File: config.mk
export PLATFORM = sky130hd
export DESIGN_NAME = victim_buf
export DESIGN_NICKNAME = d
export VERILOG_FILES = /design/src/rtl/vc_pkg.sv /design/src/rtl/vc_entry.sv /design/src/rtl/vc_order.sv /design/src/rtl/vc_resp.sv /design/src/rtl/victim_buf.sv
export SDC_FILE = /design/constraint.sdc
export NUM_CORES = 1
export LEC_CHECK = 0
export BUFFER_PORTS_ARGS = -buffer_cell sky130_fd_sc_hd__buf_4
export CAP_MARGIN = 20
export CORE_ASPECT_RATIO = 0.5
export CORE_MARGIN = 3
export CORE_UTILIZATION = 43
export DETAILED_ROUTE_END_ITERATION = 10
export SLEW_MARGIN = 40
export SYNTH_ARGS = -nofsm -noshare
export SYNTH_HDL_FRONTEND = slang
export SYNTH_SLANG_ARGS = --single-unit
export TNS_END_PERCENT = 30
File: constraint.sdc
create_clock -name clk -period 14.2 [get_ports clk]
set_input_delay 2.13 -clock clk [delete_from_list [all_inputs] [get_ports clk]]
set_output_delay 2.13 -clock clk [all_outputs]
set_load 0.1 [all_outputs]
File: src/rtl/vc_pkg.sv
// Package: shared types for the victim line buffer.
// Assumes: nothing beyond IEEE 1800-2017.
package vc_pkg;

    // How an evicted line enters the buffer in a given cycle.
    typedef enum logic [2:0] {
        INS_NONE    = 3'd0,  // no eviction this cycle
        INS_UPDATE  = 3'd1,  // address already held: rewrite in place
        INS_SWAP    = 3'd2,  // take the slot freed by a lookup hit
        INS_FILL    = 3'd3,  // take an empty slot
        INS_REPLACE = 3'd4   // displace the oldest entry
    } ins_kind_e;

endpackage

File: src/rtl/vc_entry.sv
// Module: vc_entry
// One slot of the buffer: a valid bit, a block address, a line of data,
// and two comparators (one for lookups, one for evictions).
// Assumes: wr_en and inv_en never both select a slot that must stay valid;
// a write takes priority over an invalidate.
module vc_entry #(
    parameter int BLK_W  = 12,
    parameter int LINE_W = 32
) (
    input  logic              clk,
    input  logic              rst_n,
    input  logic              wr_en,
    input  logic [BLK_W-1:0]  wr_blk,
    input  logic [LINE_W-1:0] wr_line,
    input  logic              inv_en,
    input  logic [BLK_W-1:0]  lkp_blk,
    output logic              valid_o,
    output logic [LINE_W-1:0] line_o,
    output logic              lkp_hit_o,
    output logic              ev_hit_o
);

    logic              valid_q;
    logic [BLK_W-1:0]  blk_q;
    logic [LINE_W-1:0] line_q;

    // Valid flag: cleared by reset or invalidate, set by a write.
    always_ff @(posedge clk) begin
        if (!rst_n)      valid_q <= 1'b0;
        else if (wr_en)  valid_q <= 1'b1;
        else if (inv_en) valid_q <= 1'b0;
    end

    // Address and data payload: loaded on a write only.
    always_ff @(posedge clk) begin
        if (wr_en) begin
            blk_q  <= wr_blk;
            line_q <= wr_line;
        end
    end

    // Per-slot comparators against the lookup and the evicted address.
    always_comb begin
        lkp_hit_o = valid_q && (blk_q == lkp_blk);
        ev_hit_o  = valid_q && (blk_q == wr_blk);
    end

    assign valid_o = valid_q;
    assign line_o  = line_q;

endmodule

File: src/rtl/vc_order.sv
// Module: vc_order
// Chooses the slot an evicted line goes to and which slot a lookup hit
// frees, and tracks insertion age per slot (0 = newest). Valid slots
// always carry distinct ages 0..count-1.
// Assumes: valid_i mirrors the slot valid bits, which follow wr_vec/inv_vec.
module vc_order
    import vc_pkg::*;
#(
    parameter int ENTRIES = 4
) (
    input  logic               clk,
    input  logic               rst_n,
    input  logic [ENTRIES-1:0] valid_i,
    input  logic               lkp_req,
    input  logic [ENTRIES-1:0] lkp_hit_vec,
    input  logic               ev_req,
    input  logic [ENTRIES-1:0] ev_hit_vec,
    output logic [ENTRIES-1:0] wr_vec,
    output logic [ENTRIES-1:0] inv_vec
);

    localparam int IW = (ENTRIES > 1) ? $clog2(ENTRIES) : 1;
    localparam int AW = IW;

    logic [AW-1:0]      age_q   [ENTRIES];
    logic [AW-1:0]      age_nx  [ENTRIES];
    logic [ENTRIES-1:0] old_vec;
    logic [IW-1:0]      hit_idx, dup_idx, free_idx, old_idx, tgt_idx;
    logic               lkp_any, ev_dup, free_any, rm_en;
    ins_kind_e          kind;

    // Encoders for hit, duplicate, first empty and oldest slot.
    always_comb begin
        hit_idx  = '0;
        dup_idx  = '0;
        free_idx = '0;
        old_idx  = '0;
        old_vec  = '0;
        for (int j = ENTRIES - 1; j >= 0; j--) begin
            if (lkp_hit_vec[j]) hit_idx  = IW'(j);
            if (ev_hit_vec[j])  dup_idx  = IW'(j);
            if (!valid_i[j])    free_idx = IW'(j);
            if (valid_i[j] && (int'(age_q[j]) == ENTRIES - 1)) begin
                old_idx    = IW'(j);
                old_vec[j] = 1'b1;
            end
        end
    end

    // Insertion kind and target slot, in priority order.
    always_comb begin
        lkp_any  = lkp_req && (|lkp_hit_vec);
        ev_dup   = ev_req && (|ev_hit_vec);
        free_any = ~&valid_i;
        if (!ev_req)       begin kind = INS_NONE;    tgt_idx = '0;       end
        else if (ev_dup)   begin kind = INS_UPDATE;  tgt_idx = dup_idx;  end
        else if (lkp_any)  begin kind = INS_SWAP;    tgt_idx = hit_idx;  end
        else if (free_any) begin kind = INS_FILL;    tgt_idx = free_idx; end
        else               begin kind = INS_REPLACE; tgt_idx = old_idx;  end
        rm_en   = lkp_any && (kind != INS_SWAP) &&
                  !((kind == INS_UPDATE) && (dup_idx == hit_idx));
        wr_vec  = (kind != INS_NONE) ? (ENTRIES'(1) << tgt_idx) : '0;
        inv_vec = rm_en ? (ENTRIES'(1) << hit_idx) : '0;
    end

    // Next ages: first close the gap of a removed slot, then age the rest
    // around the newly written slot.
    always_comb begin
        logic [ENTRIES-1:0] v1;
        int                 thr;
        v1 = valid_i;
        for (int j = 0; j < ENTRIES; j++) age_nx[j] = age_q[j];
        if (rm_en) begin
            for (int j = 0; j < ENTRIES; j++)
                if (valid_i[j] && (age_q[j] > age_q[hit_idx]))
                    age_nx[j] = age_q[j] - 1'b1;
            v1[hit_idx] = 1'b0;
        end
        thr = v1[tgt_idx] ? int'(age_nx[tgt_idx]) : ENTRIES;
        if (kind != INS_NONE) begin
            for (int j = 0; j < ENTRIES; j++)
                if ((IW'(j) != tgt_idx) && v1[j] && (int'(age_nx[j]) < thr))
                    age_nx[j] = age_nx[j] + 1'b1;
            age_nx[tgt_idx] = '0;
        end
    end

    // Age registers.
    always_ff @(posedge clk) begin
        for (int j = 0; j < ENTRIES; j++)
            age_q[j] <= rst_n ? age_nx[j] : '0;
    end

    // a full buffer has exactly one oldest entry to give up.
    p_single_oldest_r8: assert property (@(posedge clk) disable iff (!rst_n)
        (&valid_i) |-> ($countones(old_vec) == 1))
        else $error("full buffer without a unique oldest entry");

endmodule

File: src/rtl/vc_resp.sv
// Module: vc_resp
// Registers the lookup result: hit with its line, or miss with the
// block address forwarded to the lower level.
// Assumes: at most one slot matches, so the line input is already selected.
module vc_resp #(
    parameter int BLK_W  = 12,
    parameter int LINE_W = 32
) (
    input  logic              clk,
    input  logic              rst_n,
    input  logic              lkp_req,
    input  logic [BLK_W-1:0]  lkp_blk,
    input  logic              hit,
    input  logic [LINE_W-1:0] hit_line,
    output logic              rsp_valid,
    output logic              rsp_hit,
    output logic [LINE_W-1:0] rsp_line,
    output logic              fwd_valid,
    output logic [BLK_W-1:0]  fwd_blk
);

    // Response strobes: cleared on reset, else follow this cycle's lookup.
    always_ff @(posedge clk) begin
        if (!rst_n) begin
            rsp_valid <= 1'b0;
            rsp_hit   <= 1'b0;
            fwd_valid <= 1'b0;
        end else begin
            rsp_valid <= lkp_req;
            rsp_hit   <= lkp_req && hit;
            fwd_valid <= lkp_req && !hit;
        end
    end

    // Response payload: returned line on a hit, forwarded address always.
    always_ff @(posedge clk) begin
        if (!rst_n) begin
            rsp_line <= '0;
            fwd_blk  <= '0;
        end else if (lkp_req) begin
            rsp_line <= hit ? hit_line : '0;
            fwd_blk  <= lkp_blk;
        end
    end

    // every response is either a hit or a forward, never both.
    p_one_outcome_r2: assert property (@(posedge clk) disable iff (!rst_n)
        rsp_valid |-> (rsp_hit ^ fwd_valid))
        else $error("response is neither or both of hit and forward");

    // a forward never appears without a response.
    p_fwd_in_rsp_r4: assert property (@(posedge clk) disable iff (!rst_n)
        fwd_valid |-> rsp_valid)
        else $error("forward without response");

endmodule

File: src/rtl/victim_buf.sv
// Module: victim_buf (top)
// Fully associative store of lines evicted from a direct-mapped cache.
// Searched on main-cache misses; a hit returns and frees the entry, and a
// same-cycle eviction takes that slot. Misses are forwarded downward.
// Assumes: the block address is {tag, index}; ENTRIES >= 2.
module victim_buf #(
    parameter int ENTRIES = 4,
    parameter int TAG_W   = 8,
    parameter int IDX_W   = 4,
    parameter int LINE_W  = 32
) (
    input  logic                   clk,
    input  logic                   rst_n,
    input  logic                   evict_valid,
    input  logic [TAG_W+IDX_W-1:0] evict_blk,
    input  logic [LINE_W-1:0]      evict_line,
    input  logic                   lkp_valid,
    input  logic [TAG_W+IDX_W-1:0] lkp_blk,
    output logic                   rsp_valid,
    output logic                   rsp_hit,
    output logic [LINE_W-1:0]      rsp_line,
    output logic                   fwd_valid,
    output logic [TAG_W+IDX_W-1:0] fwd_blk
);

    localparam int BLK_W = TAG_W + IDX_W;

    logic [ENTRIES-1:0] valid_vec, lkp_hit_vec, ev_hit_vec, wr_vec, inv_vec;
    logic [LINE_W-1:0]  slot_line [ENTRIES];
    logic [LINE_W-1:0]  sel_line;

    // One slot per entry, each with its own comparators.
    for (genvar g = 0; g < ENTRIES; g++) begin : g_slot
        vc_entry #(.BLK_W(BLK_W), .LINE_W(LINE_W)) u_entry (
            .clk       (clk),
            .rst_n     (rst_n),
            .wr_en     (wr_vec[g]),
            .wr_blk    (evict_blk),
            .wr_line   (evict_line),
            .inv_en    (inv_vec[g]),
            .lkp_blk   (lkp_blk),
            .valid_o   (valid_vec[g]),
            .line_o    (slot_line[g]),
            .lkp_hit_o (lkp_hit_vec[g]),
            .ev_hit_o  (ev_hit_vec[g])
        );
    end

    // Placement and insertion-order tracking.
    vc_order #(.ENTRIES(ENTRIES)) u_order (
        .clk         (clk),
        .rst_n       (rst_n),
        .valid_i     (valid_vec),
        .lkp_req     (lkp_valid),
        .lkp_hit_vec (lkp_hit_vec),
        .ev_req      (evict_valid),
        .ev_hit_vec  (ev_hit_vec),
        .wr_vec      (wr_vec),
        .inv_vec     (inv_vec)
    );

    // AND-OR select of the matching slot's line.
    always_comb begin
        sel_line = '0;
        for (int j = 0; j < ENTRIES; j++)
            if (lkp_hit_vec[j]) sel_line = sel_line | slot_line[j];
    end

    // Registered lookup response.
    vc_resp #(.BLK_W(BLK_W), .LINE_W(LINE_W)) u_resp (
        .clk       (clk),
        .rst_n     (rst_n),
        .lkp_req   (lkp_valid),
        .lkp_blk   (lkp_blk),
        .hit       (|lkp_hit_vec),
        .hit_line  (sel_line),
        .rsp_valid (rsp_valid),
        .rsp_hit   (rsp_hit),
        .rsp_line  (rsp_line),
        .fwd_valid (fwd_valid),
        .fwd_blk   (fwd_blk)
    );

    // no address is ever held in two slots.
    p_no_dup_r9: assert property (@(posedge clk) disable iff (!rst_n)
        $onehot0(lkp_hit_vec) && $onehot0(ev_hit_vec))
        else $error("block address matched in more than one slot");

    // the buffer leaves reset empty.
    p_reset_empty_r1: assert property (@(posedge clk) disable iff (!rst_n)
        $rose(rst_n) |-> (valid_vec == '0))
        else $error("entry valid right after reset");

    // a plain hit frees exactly one slot.
    p_hit_frees_r5: assert property (@(posedge clk) disable iff (!rst_n)
        (lkp_valid && (|lkp_hit_vec) && !evict_valid) |=>
        ($countones(valid_vec) == $countones($past(valid_vec)) - 1))
        else $error("plain hit did not free one slot");

    // a swap keeps occupancy unchanged.
    p_swap_keeps_r6: assert property (@(posedge clk) disable iff (!rst_n)
        (lkp_valid && (|lkp_hit_vec) && evict_valid && !(|ev_hit_vec)) |=>
        ($countones(valid_vec) == $countones($past(valid_vec))))
        else $error("swap changed occupancy");

endmodule

### Word level (Yosys, flattened, before mapping)

Memory sizes are Yosys's and may differ from the RTL's.
Cells that the tools add are included.

| storage, ports and cells | value |
|---|---|
| bits in read-only memories | 0 |
| register bits | 227 |
| input port bits | 60 |
| memory bits (writable) | 8 |
| latch bits | 0 |
| memories kept | 1 |
| output and inout bits | 47 |
| word-level logic and storage cells | 178 |

Memory list:

| name | words | width | read ports | clocked after Yosys merged registers in | wr ports | RTL line | source |
|---|---|---|---|---|---|---|---|
| u_order.age_q | 4 | 2 | 5 | 0 | 4 | vc_order.sv:25 | `logic [AW-1:0] age_q [ENTRIES];` |

| cells by class | value |
|---|---|
| multiplexer cells | 68 |
| multipliers | 0 |
| shift-type cells | 2 |
| reductions and logical operators | 43 |
| $lt $le $gt $ge | 13 |
| equality and inequality tests | 18 |
| div/mod/pow operators | 0 |
| $add $sub $neg | 8 |
| bitwise gates (word level) | 8 |

Operator list:

| kind | count |
|---|---|
| $mux 32 | 5 |
| $lt 3x32->1 | 4 |
| $eq 12x12->1 | 8 |
| $or 32x32->32 | 3 |
| $mux 2 | 39 |
| $logic_and 1x1->1 | 32 |
| $mux 8 | 2 |
| $mux 3 | 5 |
| $mux 4 | 3 |
| $mux 1 | 10 |
| $reduce_bool 2->1 | 5 |
| $add 2x1->2 const B | 4 |
| $and 8x8->8 | 1 |
| $eq 2x1->1 const B | 4 |
| $gt 2x2->1 | 4 |
| $not 8->8 | 1 |
| $reduce_or 4->1 | 2 |
| $shl 1x2->4 const A | 2 |
| $sub 2x1->2 const B | 4 |
| $lt 2x3->1 const B | 2 |
| $and 4x4->4 | 1 |
| $bmux 2 s2 | 1 |
| $demux 2 s2 | 1 |
| $ne 2x2->1 const A | 2 |
| 14 further kinds | 15 |

### Depth between registers and ports, before layout

| logic depth | value |
|---|---|
| word-level depth | 23 |
| gate-level depth with buffers | 24 |
| mapped depth without buffers | 22 |

### Hierarchy

A second synthesis with hierarchy kept.

| unflattened totals | value |
|---|---|
| cell total of the unflattened synthesis | 814 |
| area, all modules | 10508.8 um^2 |

By module, submodules not included:

| module | sequential area each (um^2) | area each (um^2) | cells an instance | instances |
|---|---|---|---|---|
| vc_entry | 1341.3 | 1632.8 | 81 | 4 |
| vc_resp | 940.9 | 1820.5 | 188 | 1 |
| vc_order | 160.2 | 1462.7 | 189 | 1 |
| victim_buf | 0.0 | 694.4 | 113 | 1 |

### Least setup slack after synthesis

OpenSTA, ideal clock, no wires.

| timing path | value |
|---|---|
| kind | input -> register |
| start point | in lkp_blk[6] |
| end point | mem u_order.age_q[0][1] (netlist bit) |
| library setup time | 0.070 ns |
| data arrival time | 6.426 ns |
| path buffers | 3 |
| data required time | 14.130 ns |
| cell stages on the path | 21 |
| setup slack | 7.704 ns |
| path through | buf_2 -> xnor2_1 -> nand4_1 -> nor4_2 -> buf_2 -> buf_1 -> o22ai_1 -> a31oi_1 -> ha_1 -> nor2_1 -> and2_1 -> a41oi_1 -> o2bb2ai_1 -> nor2_1 -> a211oi_1 -> o21ai_0 -> ha_1 -> or2_2 -> a31o_1 -> or3_1 -> a21oi_1 |

RTL lines:

| item | RTL line | source |
|---|---|---|
| start, declared | victim_buf.sv:18 | `input logic [TAG_W+IDX_W-1:0] lkp_blk,` |
| end, declared | vc_order.sv:25 |  |

==> run metrics <==
grt ovf=0; Synth warnings=0; CP peak stage delay=0.47 ns; CTS tree=done; Detailed Route WL=roughly 26000 um; largest net degree at the start of global routing=42; area grow syn2layout=17.2%; post-synthesis area per instance=12.9 um2; final setup fails=0; vias in the first global route=6924; gr usage total=around a fifth; status=complete, no violations; First-pass DRT Iterations=5; antenna cells=0; DR vias/cell=~5.6; worst-skew pair later-pin latency=0.53 ns; pwr dens=approximately 120 mW/mm2; slew margin rel.=43.2%; number of synthesized flops with an enable pin=176; WL/cell=21.6 um; fin. max-slew vios=0; first-pass GRT wire length=40000 um; final hold viol count=0; crit-path cells=buf_4 > xnor2_1 > nand4_1 > nor4_4 > buf_4 > nor2_1 > a32oi_1 > o22ai_1 > a31oi_1 > ha_1 > nor2_1 > a21oi_1 > o41ai_1 > a21oi_1 > nor2_1 > nor2_1 > o21ai_0 > ha_1 > or2_2 > a31o_1 > or3_1 > a21oi_1; cts hold-fix bufs=0; gpl congestion=0.927; skew final=0.0148 ns; Most used DFF post-synth=edfxtp_1; Die Wd=225 um; worst setup path category=in2reg; Sink Count=235; Worst-path clk slew=~0.07 ns; dpl cells=around 1200; worst min-delay path class=reg2reg; ys async rst share=0%; worst-path fanout max=37; Rows=39; sequential share of the synthesized area=62.9%; Leak=4.17 nW; Syn Nets=871; Max rail drop VDD=0.0639 mV; I/O pins=107; Final period util=47.5%; vias=6856; Post-synth top cells=edfxtp_1 (176), xnor2_1 (72), dfxtp_1 (59); worst endpoint required time=around 15 ns; final std cells w/o fill=1219; post-CTS sizing=0; Synth Instances=799; unrepaired setup endpoints after global routing=false; Worst EP arrival=slightly above 7 ns; area leader, netlist=edfxtp_1; Post-Syn Area=0.0103 mm2; Die ar.=0.0259 mm2; maximum clock rate=148 MHz; IO Port Bufs=106; layout cell share with drive strength beyond 1=18.1%; Layout Nets=968; synthesis-stage register bit count=235; Worst Setup Start Kind=input pin; Final min period=6.74 ns; Setup TNS Final=0 ns; Starting DRT DRC Count=441; core footprint=around 0.023 mm2; antenna violations before repair=0; clock tree root buffer cell=clkbuf_16; DP HPWL=17400 um; top-count cell post-synth=edfxtp_1; CP top delay family=compound AO/OA/AOI/OAI gates; Initial Util=44.4%; Max Cap Violations=0; top cell type's share of synthesized area=between 50% and 60%; die height=between 100 and 150 um; CTS H-tree depth=1; number of CTS-inserted buffers=22; Residual DRC=0; CTS max path bufs=3; post-route ant nets=0; Synth cell types=67; CP Capture Type=register; CP bufs+invs=2; Crit-path slowest cell=buf_4; number of fill cells in the layout=about 2000; Synth area leaders=edfxtp_1 (51%), dfxtp_1 (11%), xnor2_1 (6.1%); crit-path most repeated cell=nor2_1; post-CTS setup buffers=0; Worst-Margin Slew=0.830 ns
-- layout by cell type (no fill, tap or decap), types with 6 or more instances in the layout --
| master | netlist | final |
|---|---|---|
| a21oi_1 | 13 | 13 |
| a221oi_1 | 32 | 32 |
| a22o_1 | 33 | 33 |
| a31oi_1 | 7 | 7 |
| and2_1 | 7 | 7 |
| buf_4 | 1 | 117 |
| clkbuf_16 | 0 | 22 |
| dfxtp_1 | 59 | 59 |
| edfxtp_1 | 176 | 176 |
| ha_1 | 12 | 12 |
| inv_1 | 27 | 23 |
| mux2i_1 | 13 | 13 |
| nand2_1 | 58 | 58 |
| nand3_1 | 14 | 14 |
| nand4_1 | 19 | 19 |
| nor2_1 | 24 | 24 |
| nor2b_1 | 13 | 12 |
| nor3_1 | 6 | 6 |
| nor4_1 | 10 | 10 |
| o21ai_0 | 44 | 44 |
| o22ai_1 | 7 | 7 |
| xnor2_1 | 72 | 72 |
| xor2_1 | 31 | 31 |
-- cell type report --
cell class | instances | area [um2] | share of cell area (%)
Timing Repair Buffer | 117 | 878 | 7.30
Inverter | 27 | 101 | 0.842
Multi-Input combinational cell | 493 | 3530 | 29.4
Clock buffer | 27 | 569 | 4.73
Sequential cell | 235 | 6470 | 53.7
Clock inverter | 13 | 105 | 0.873
Tap cell | 307 | 384 | 3.19
-- through the flow --
step	hold WS (ns)	power, mW	setup slack [ns]	utilization, %	area (um2)
after CTS	0.461	1.45	7.47	52.0	12000
after floorplan	0.503	0.850	7.70	-	10300
final	0.460	1.43	7.46	52.0	12000
after global placement	0.441	0.894	6.90	49.1	11400
after global routing	0.483	1.49	6.92	52.0	12000
after detailed placement	0.445	0.895	6.93	49.1	11400
-- layer usage --
| metal | GRT usage [%] | vias to the layer above | wire [um] |
|---|---|---|---|
| li1 | - | 3232 | - |
| met2 | 34.1 | 234 | 12400 |
| met5 | 0 | - | 0 |
| met4 | 5.79 | 0 | 646 |
| met1 | 27.0 | 3347 | 11700 |
| met3 | 3.93 | 43 | 1620 |
-- sequential cells by signal (all words and copies together) (netlist names) --
register and flops:
g_slot.u_entry.line_o 128, g_slot.u_entry.blk_q 48, u_resp.rsp_line 32, u_resp.fwd_blk 12, u_order.age_q 8, g_slot.u_entry.valid_o 4
u_resp.fwd_valid 1, u_resp.rsp_hit 1, u_resp.rsp_valid 1
-- power breakdown --
part | internal (mW) | switching (mW)
sequential | 0.759 | 0.00931
clock | 0.292 | 0.261
combinational | 0.0375 | 0.0740
-- final timing paths --
path,start,to,slack (ns),depth (start not counted)
hold reg to reg,u_resp.rsp_line[7]$_SDFFE_PN0P_,u_resp.rsp_line[7]$_SDFFE_PN0P_,0.46,2
hold / removal,u_resp.rsp_line[7]$_SDFFE_PN0P_,u_resp.rsp_line[7]$_SDFFE_PN0P_,0.46,2
setup / recovery,lkp_blk[5],u_order.age_q[0][1]$_SDFF_PN0_,7.46,22
setup reg to reg,g_slot[1].u_entry.blk_q[5]$_DFFE_PP_,u_order.age_q[0][1]$_SDFF_PN0_,8.78,21
-- kinds of logic (layout without fill, tap and decap cells) --
logic type / after synthesis / after routing / synth area share (%)
flip-flops: 235 / 235 / 62.9
AO/OA/AOI/OAI: 186 / 186 / 13.3
multiplexers: 14 / 14 / 1.38
buffers and inverters: 71 / 184 / 2.80
AND/OR/NAND/NOR: 178 / 178 / 9.30
XOR/XNOR: 103 / 103 / 8.78
adder cells (fa/ha/maj): 12 / 12 / 1.46
-- worst min-delay path, cell delays in order (launching register included) --
cell     delay [ns]
dfxtp_1        0.33
nand2_1        0.04
o21ai_0        0.06
Note: power is estimated with default switching activity, not from simulation.
